--- src/rtl/slew_pkg.sv ---
package slew_pkg;

   localparam int unsigned CFG_W      = 13;
   localparam int unsigned EN_BIT     = 12;
   localparam int unsigned STEP_LO    = 0;
   localparam int unsigned RATE_LO    = 3;
   localparam int unsigned FIELD_W    = 4;
   localparam int unsigned N_RATES    = 16;
   localparam int unsigned MAX_SHIFT  = 8;

   // Update rate in half-updates per second (twice the rate), so the
   // slowest code (0.5/s) stays an integer.
   function automatic int unsigned rate_x2(input int unsigned code);
      case (code)
         0:       return 128000;
         1:       return 64000;
         2:       return 32000;
         3:       return 16000;
         4:       return 8000;
         5:       return 4000;
         6:       return 2000;
         7:       return 1000;
         8:       return 500;
         9:       return 250;
         10:      return 128;
         11:      return 64;
         12:      return 32;
         13:      return 16;
         14:      return 8;
         default: return 1;
      endcase
   endfunction

endpackage

--- src/rtl/slew_tick.sv ---
module slew_tick #(
   parameter int unsigned CLK_HZ = 50_000_000
) (
   input  logic                          clk,
   input  logic                          rst,
   input  logic                          run,
   input  logic [slew_pkg::FIELD_W-1:0]  rate_code,
   output logic                          tick
);
   import slew_pkg::*;

   localparam int unsigned MAX_PERIOD = 2 * CLK_HZ;
   localparam int unsigned CNT_W      = $clog2(MAX_PERIOD + 1);

   logic [CNT_W-1:0] period_tab [N_RATES];
   logic [CNT_W-1:0] period;
   logic [CNT_W-1:0] cnt_q;

   for (genvar g = 0; g < N_RATES; g++) begin : g_period
      localparam int unsigned PER = MAX_PERIOD / rate_x2(g);
      assign period_tab[g] = CNT_W'(PER);
   end

   assign period = period_tab[rate_code];
   assign tick   = run && (cnt_q >= period - CNT_W'(1));

   always_ff @(posedge clk) begin
      if (rst || !run) begin
         cnt_q <= '0;
      end else if (tick) begin
         cnt_q <= '0;
      end else begin
         cnt_q <= cnt_q + CNT_W'(1);
      end
   end

   // After a tick the counter restarts, so a longer period cannot tick twice in a row
   assert_tick_gap_R4: assert property (@(posedge clk) disable iff (rst)
      (tick && period > CNT_W'(1)) |=> (!tick || period == CNT_W'(1)));

   // Counter never runs while idle
   assert_idle_clear_R10: assert property (@(posedge clk) disable iff (rst)
      !run |=> (cnt_q == '0));

endmodule

--- src/rtl/slew_step.sv ---
module slew_step #(
   parameter int unsigned CODE_W = 16
) (
   input  logic [CODE_W-1:0]             cur,
   input  logic [CODE_W-1:0]             tgt,
   input  logic [slew_pkg::FIELD_W-1:0]  step_code,
   output logic [CODE_W-1:0]             nxt
);
   import slew_pkg::*;

   logic [FIELD_W-1:0] shamt;
   logic [CODE_W-1:0]  step;
   logic [CODE_W-1:0]  up_gap;
   logic [CODE_W-1:0]  dn_gap;

   always_comb begin
      shamt  = (step_code >= FIELD_W'(MAX_SHIFT)) ? FIELD_W'(MAX_SHIFT) : step_code;
      step   = CODE_W'(1) << shamt;
      up_gap = tgt - cur;
      dn_gap = cur - tgt;
      if (tgt == cur) begin
         nxt = cur;
      end else if (tgt > cur) begin
         nxt = (up_gap >= step) ? cur + step : tgt;
      end else begin
         nxt = (dn_gap >= step) ? cur - step : tgt;
      end
   end

endmodule

--- src/rtl/slew_limiter.sv ---
module slew_limiter #(
   parameter int unsigned CODE_W = 16,
   parameter int unsigned CLK_HZ = 50_000_000
) (
   input  logic                       clk,
   input  logic                       rst,
   input  logic [CODE_W-1:0]          target_i,
   input  logic [slew_pkg::CFG_W-1:0] cfg_i,
   output logic [CODE_W-1:0]          code_o,
   output logic                       busy_o
);
   import slew_pkg::*;

   if (CODE_W < MAX_SHIFT + 1) begin : g_bad_width
      $error("CODE_W must hold the largest increment");
   end
   if (CLK_HZ < 64000) begin : g_bad_clk
      $error("CLK_HZ must be at least the fastest update rate");
   end

   logic               enable;
   logic [FIELD_W-1:0] step_code;
   logic [FIELD_W-1:0] rate_code;
   logic               tick;
   logic [CODE_W-1:0]  step_next;
   logic [CODE_W-1:0]  code_q;

   assign enable    = cfg_i[EN_BIT];
   assign step_code = cfg_i[STEP_LO +: FIELD_W];
   assign rate_code = cfg_i[RATE_LO +: FIELD_W];
   assign busy_o    = (code_q != target_i);
   assign code_o    = code_q;

   slew_tick #(.CLK_HZ(CLK_HZ)) u_tick (
      .clk       (clk),
      .rst       (rst),
      .run       (enable && busy_o),
      .rate_code (rate_code),
      .tick      (tick)
   );

   slew_step #(.CODE_W(CODE_W)) u_step (
      .cur       (code_q),
      .tgt       (target_i),
      .step_code (step_code),
      .nxt       (step_next)
   );

   always_ff @(posedge clk) begin
      if (rst) begin
         code_q <= '0;
      end else if (!enable) begin
         code_q <= target_i;
      end else if (tick) begin
         code_q <= step_next;
      end
   end

   assert_bypass_R2: assert property (@(posedge clk) disable iff (rst)
      !enable |=> (code_o == $past(target_i)));

   assert_hold_R10: assert property (@(posedge clk) disable iff (rst)
      (enable && !tick) |=> (code_o == $past(code_o)));

   assert_no_overshoot_up_R6: assert property (@(posedge clk) disable iff (rst)
      (enable && code_o < target_i) |=> (code_o <= $past(target_i) && code_o >= $past(code_o)));

   assert_no_overshoot_dn_R7: assert property (@(posedge clk) disable iff (rst)
      (enable && code_o > target_i) |=> (code_o >= $past(target_i) && code_o <= $past(code_o)));

   assert_settled_R8: assert property (@(posedge clk) disable iff (rst)
      (enable && !busy_o) |=> (code_o == $past(code_o)));

endmodule

--- config.mk ---
export PLATFORM = sky130hd
export DESIGN_NAME = slew_limiter
export DESIGN_NICKNAME = d
export VERILOG_FILES = /design/src/rtl/slew_pkg.sv /design/src/rtl/slew_tick.sv /design/src/rtl/slew_step.sv /design/src/rtl/slew_limiter.sv
export SDC_FILE = /design/constraint.sdc
export NUM_CORES = 1
export LEC_CHECK = 0
export BUFFER_PORTS_ARGS = -buffer_cell sky130_fd_sc_hd__buf_2
export CAP_MARGIN = 20
export CORE_MARGIN = 3
export CORE_UTILIZATION = 56
export CTS_BUF_LIST = sky130_fd_sc_hd__clkbuf_4 sky130_fd_sc_hd__clkbuf_8 sky130_fd_sc_hd__clkbuf_16
export DETAILED_ROUTE_END_ITERATION = 12
export PLACE_DENSITY = 0.8
export SLEW_MARGIN = 20
export SYNTH_ARGS = -nofsm -noshare
export SYNTH_HDL_FRONTEND = slang
export SYNTH_SLANG_ARGS = --single-unit
--- constraint.sdc ---
create_clock -name clk -period 16.9 [get_ports clk]
set_clock_uncertainty 0.2 [all_clocks]
set_input_delay 4.225 -clock clk [delete_from_list [all_inputs] [get_ports clk]]
set_output_delay 4.225 -clock clk [all_outputs]
set_load 0.03 [all_outputs]
* Word-level counts from Yosys, hierarchy flattened
Memory sizes are Yosys's and may differ from the RTL's.
Cells that the tools add are included.
** Storage, ports and cells
- Register bits after elaboration :: 43
- Latch bits :: 0
- RAM bits :: 0
- Output and inout port bits :: 17
- Memories :: 1
- Bits in read-only memories :: 432
** Memory list
- (name not given) :: depth 16, bits a word 27, rd ports 1, clocked after Yosys merged registers in 0, write ports 0, RTL line slew_tick.sv:24 : assign period = period_tab[rate_code];
** Cells by class
- Div/mod/pow operators :: 0
- Add/subtract/negate cells :: 6
- Eq/ne operators :: 4
- Shifts and indexed selects :: 1
- Bitwise gates (word level) :: 1
- $lt $le $gt $ge :: 6
- Reductions and logical operators :: 6
- Multiplexer cells :: 9
- Multipliers :: 0
** Operators with widths (count)
- two-way mux 16 bit :: 6
- two-way mux 27 bit :: 2
- subtractor 16 bit :: 3
- greater-or-equal comparator 16 bit :: 2
- adder 27 x 1 -> 27 bit, second input constant :: 1
- greater-or-equal comparator 27 bit :: 1
- subtractor 27 x 1 -> 27 bit, second input constant :: 1
- adder 16 bit :: 1
- equality test 16 bit :: 1
- > comparator 16 bit :: 1
- != test 16 bit :: 1
- left shift 1 x 4 -> 16 bit, first input constant :: 1
- greater-or-equal comparator 5 bit, second input constant :: 1
- NOT 4 -> 5 bit :: 1
- greater-or-equal comparator 4 bit, second input constant :: 1
- two-way mux 4 bit :: 1
- logical AND 1 bit :: 2
- != test 2 x 1 -> 1 bit, second input constant :: 1
- != test 2 bit, second input constant :: 1
- AND reduction 2 bit :: 1
- OR reduction 2 bit :: 1
- logical NOT 1 bit :: 1
- logical OR 1 bit :: 1

* Depth between registers and ports, before layout
- Depth in word-level cells :: 9
- Gate-level depth with buffers :: 23

* By module
From an unflattened synthesis, not the netlist that was laid out.
** Unflattened totals
- Cell total of the unflattened synthesis :: 1017
- Area total of the unflattened synthesis :: 7850.0 µm²
** By module, submodules not included
- slew_step :: area each 4205.3 µm², times used 1, cells an instance 592
- slew_tick :: area each 2742.6 µm², times used 1, cells an instance 330
- slew_limiter :: area each 902.1 µm², times used 1, cells an instance 95

* Worst setup path after synthesis
Ideal clock, no wire load.
- Path type :: input to output
- Start :: input target_i[7]
- End :: output busy_o
- Arrival :: 5.501 ns
- Cell stages on the path :: 7
- Path buffers :: 1
- Path slack :: 6.974 ns
- Cells stage by stage :: inv_1 -> ha_1 -> buf_6 -> nand4_4 -> or2_4 -> nor4_4 -> inv_2
** Between the ends
- Word-level cells in the longest chain between the ends :: 1
** RTL lines
- from (decl) :: RTL line slew_limiter.sv:7 : input logic [CODE_W-1:0] target_i,
- != test 16 bit :: RTL line slew_limiter.sv:31 : assign busy_o = (code_q != target_i);
- to (decl) :: RTL line slew_limiter.sv:10 : output logic busy_o
Every way passes these cells.

* Worst setup path in the final report
- Start :: input cfg_i[3] in the netlist's numbering
- End :: register u_tick.cnt_q[8]
** Between the ends
- Word-level cells in the longest chain between the ends :: 8
** RTL lines
- from (decl) :: RTL line slew_limiter.sv:8 : input logic [slew_pkg::CFG_W-1:0] cfg_i,
- NOT 4 -> 5 bit (not written as such) :: RTL line slew_tick.sv:24
- memory (16 x 27 bit)
- two-way mux 27 bit (not written as such) (2 in a row) :: RTL line slew_tick.sv:24
- subtractor 27 x 1 -> 27 bit :: RTL line slew_tick.sv:25 : assign tick = run && (cnt_q >= period - CNT_W'(1));
- greater-or-equal comparator 27 bit :: RTL line slew_tick.sv:25
- logical AND 1 bit :: RTL line slew_tick.sv:25
- OR reduction 2 bit (no line)
- to (signal assigned) :: RTL line slew_tick.sv:33 : cnt_q <= cnt_q + CNT_W'(1);
- to (decl) :: RTL line slew_tick.sv:17 : logic [CNT_W-1:0] cnt_q;
Every way passes these cells. The select of a mux whose other input is x is not followed.
A chain may end at the register's enable or synchronous reset.

==> summary.txt <==
Power and ir drop
  • P_leak: 3.49 nW
  • Pwr/cell area: 84.1 nW/um^2
  • Combinational power share: 0.629
  • Clock power frac: 0.183
  • NetSw: 0.295 mW
  • Cell internal pwr: 0.345 mW
  • Sequential fraction of design power: 0.187
  • Switching Share: 0.461
  • Max IR drop VDD: 0.0406 mV
  • Total chip power: 0.640 mW

Route
  • Routed len/inst: 15.3 microns
  • Starting DRC count in detailed routing: 465
  • Total number of vias: 6,774
  • Routed vias/inst: 5.89
  • Routed Wire Length: 17,600 microns
  • # DRC: 0
  • Antenna violation net count after detailed routing: 0
  • Pre-antenna DRT Iters: 5

Clocking
  • H-tree depth: 2
  • Clock Pin Slew Worst Setup and Hold Paths: 0.06 ns
  • Hold Buf Count CTS: 0
  • Root buffer cell: clkbuf_16
  • TritonCTS buffer count: 5
  • CTS max path bufs: 2
  • Number of setup buffers added after CTS: 0
  • Clock Latency Late Sink: 0.29 ns
  • Total clock sinks: 43
  • CTS tree: yes
  • Post-CTS sizing: 0

Global routing
  • Met3 Use GR: 0.0220
  • Tot GR Track Use: 0.248
  • Number of global-route vias before repair: 6,481
  • Grt ovf: 0
  • Pin count of the biggest net entering global routing: 41
  • GRT met1 Usage: 0.315
  • Initial antenna violation count: 0
  • First-pass GRT wire length: 29,400 microns
  • GR Util met2: 0.429
  • Busiest layer in global routing: met2

Synthesis
  • Register area share after synthesis: 0.121
  • Leading area contributor after synthesis: ha_1
  • Post-synthesis xor/xnor area fraction: 0.0926
  • Primary FF master, synth: dfxtp_1
  • Post-synth cell types: 82
  • Mux cell area share after synthesis: 0.0132
  • Simple logic cell fraction of the synthesized area: 0.211
  • Synth Warn #: 0
  • Asr flop ratio synth: 0
  • Synth top cells by count: ha_1 (131), nor2_1 (94), a21oi_1 (85)
  • Area share of fa/ha/maj cells after synthesis: 0.242
  • Count leader, synth: ha_1
  • Syn avg cell area: 7.51 sq um
  • Synthesized instance count: 944
  • Largest family of logic cells by synthesized area: compound AO/OA/AOI/OAI gates
  • Synth Area in Compound Gates: 0.254
  • Post-synthesis register bit count: 43
  • Synth top area share: 0.231
  • Synth Cell Area: 7090 sq um
  • Area contributors post-synth: ha_1 (23%), dfxtp_1 (12%), xnor2_1 (6.1%)
  • Number of synthesized flops with an enable pin: 0

Layout
  • Share of cells above drive strength 1: 0.0723
  • Multi-input combinational cell area: 5870 sq um
  • Layout Cells excl Fill: 1,150
  • Layout area overhead: 7.41%
  • Seq. cell area: 861 sq um
  • Final nets: 1,147
  • Inserted Diodes: 0
  • Fin util: 0.624
  • Layout fillers: 1,178

Die
  • Io pins: 48
  • Die extent in y: 119 microns
  • Row cnt: 40
  • Core area: 12,200 sq um
  • Die area: 14,100 sq um
  • Initial Util: 0.581
  • Chip Width: 119 microns

Timing
  • # setup viols final: 0
  • Post-route clock period utilization: 0.642
  • Slew headroom: 0.420
  • Fmax: 92.2 MHz
  • Minimum clock period: 10.85 ns
  • Setup tns final: 0 ns
  • PnR worst setup slack: 6.05 ns
  • Endpoints failing hold: 0
  • Slew Viols, Final: 0
  • RSZ-0062 raised after global routing: no
  • Worst Max-Slew Pin Slew: 0.868 ns

Placement
  • PortBufs: 42
  • Placed instance count: 1,142
  • Worst slack, placed: 5.82 ns
  • Final GP Congestion: 0.939
  • Post-DP HPWL: 14,300 microns

Status
  • Status: finished, final reports clean

Worst setup path
  • Setup crit end kind: flop
  • CP max FO: 26
  • Crit Path Category: primary input to flop
  • Startpoint Class: primary input
  • Worst EP required: 16.90 ns
  • CP arrival: 10.85 ns

Flow run
  • Max cap viols: 0

Worst hold path
  • Worst Hold Class: flop to flop
[worst paths after layout]
check	from	end	slack, ns	cells after the start
max	cfg_i[3]	u_tick.cnt_q[8]	6.05	23
min	u_tick.cnt_q[0]	u_tick.cnt_q[0]	0.28	1
max reg2reg	code_o[1]	code_o[4]	11.56	19
min reg2reg	u_tick.cnt_q[0]	u_tick.cnt_q[0]	0.28	1
[routing by layer]
metal | wire (microns) | share of wire
met1 | 7810 | 0.44
met2 | 8410 | 0.48
met3 | 764 | 0.044
met4 | 576 | 0.033
met5 | 0 | 0
[through the flow]
stage          area, sq um  hold slack [ns]
6_report              7620            0.282
5_1_grt               7620            0.316
4_1_cts               7620            0.287
3_5_place_dp          7440            0.272
3_3_place_gp          7440            0.261
2_1_floorplan         7190            0.241
[power by group through the flow]
stage,clock network [mW],logic (mW),registers (mW)
after CTS,0.119,0.400,0.120
after floorplan,0,0.304,0.131
after global routing,0.122,0.449,0.121
final,0.117,0.403,0.120
after global placement,0,0.388,0.122
after detailed placement,0,0.397,0.122
[sequential cells by signal (all words and copies together) (netlist names)]
| signal | flops |
|---|---|
| u_tick.cnt_q | 27 |
| code_o | 16 |
[cells by family after synthesis]
group | count (synthesis)
AOI/OAI and AO/OA | 268
xor gates and xnor gates | 75
adders and majority gates | 135
buffers and inverters | 114
DFF | 43
muxes | 8
other | 2
and+or+nand+nor | 299
[placed cells by master, fill, tap and decap left out, types with 6 or more instances in the layout]
cell and count:
or3_1 6, nand2b_1 9, conb_1 28, a21oi_1 85
buf_2 42, a221oi_1 7, o21a_1 10, a211oi_1 10
a21o_1 15, o21bai_1 14, mux2i_1 6, nor2b_1 18
nand2_1 65, xnor2_1 49, a31oi_1 6, nor4_1 6
ha_1 131, xor2_1 26, and3_1 10, nor3_1 8
inv_1 73, o221ai_1 6, o21ai_0 41, nand3_1 30
nand4_1 20, nand3b_1 6, and2_1 6, nor2_1 94
o211ai_1 11, dfxtp_1 43
[cell type report]
type	instances	area share
multi-input cells	813	0.771
flip-flops and latches	43	0.113
inverters	75	0.0370
repair buffers	43	0.0286
well taps	168	0.0276
clock buffers	6	0.0182
clock inverters	2	0.00460
[critical path: stages]
cell       delay (ns)
buf_2            0.34
inv_1            0.31
ha_1             0.39
mux2_2           0.30
a21oi_1          0.23
o211a_1          0.20
and2_1           0.19
nand4_1          0.18
or3_1            0.40
nor2_1           0.18
and2_1           0.25
a21oi_1          0.08
ha_1             0.33
a21oi_1          0.13
nor2_1           0.06
a2111oi_0        0.36
o21ai_0          0.15
a221oi_1         0.47
o21a_1           0.17
buf_4            0.25
nor2b_1          0.61
nand2_1          0.71
a21oi_1          0.31
Note: power is estimated with default switching activity, not from simulation.
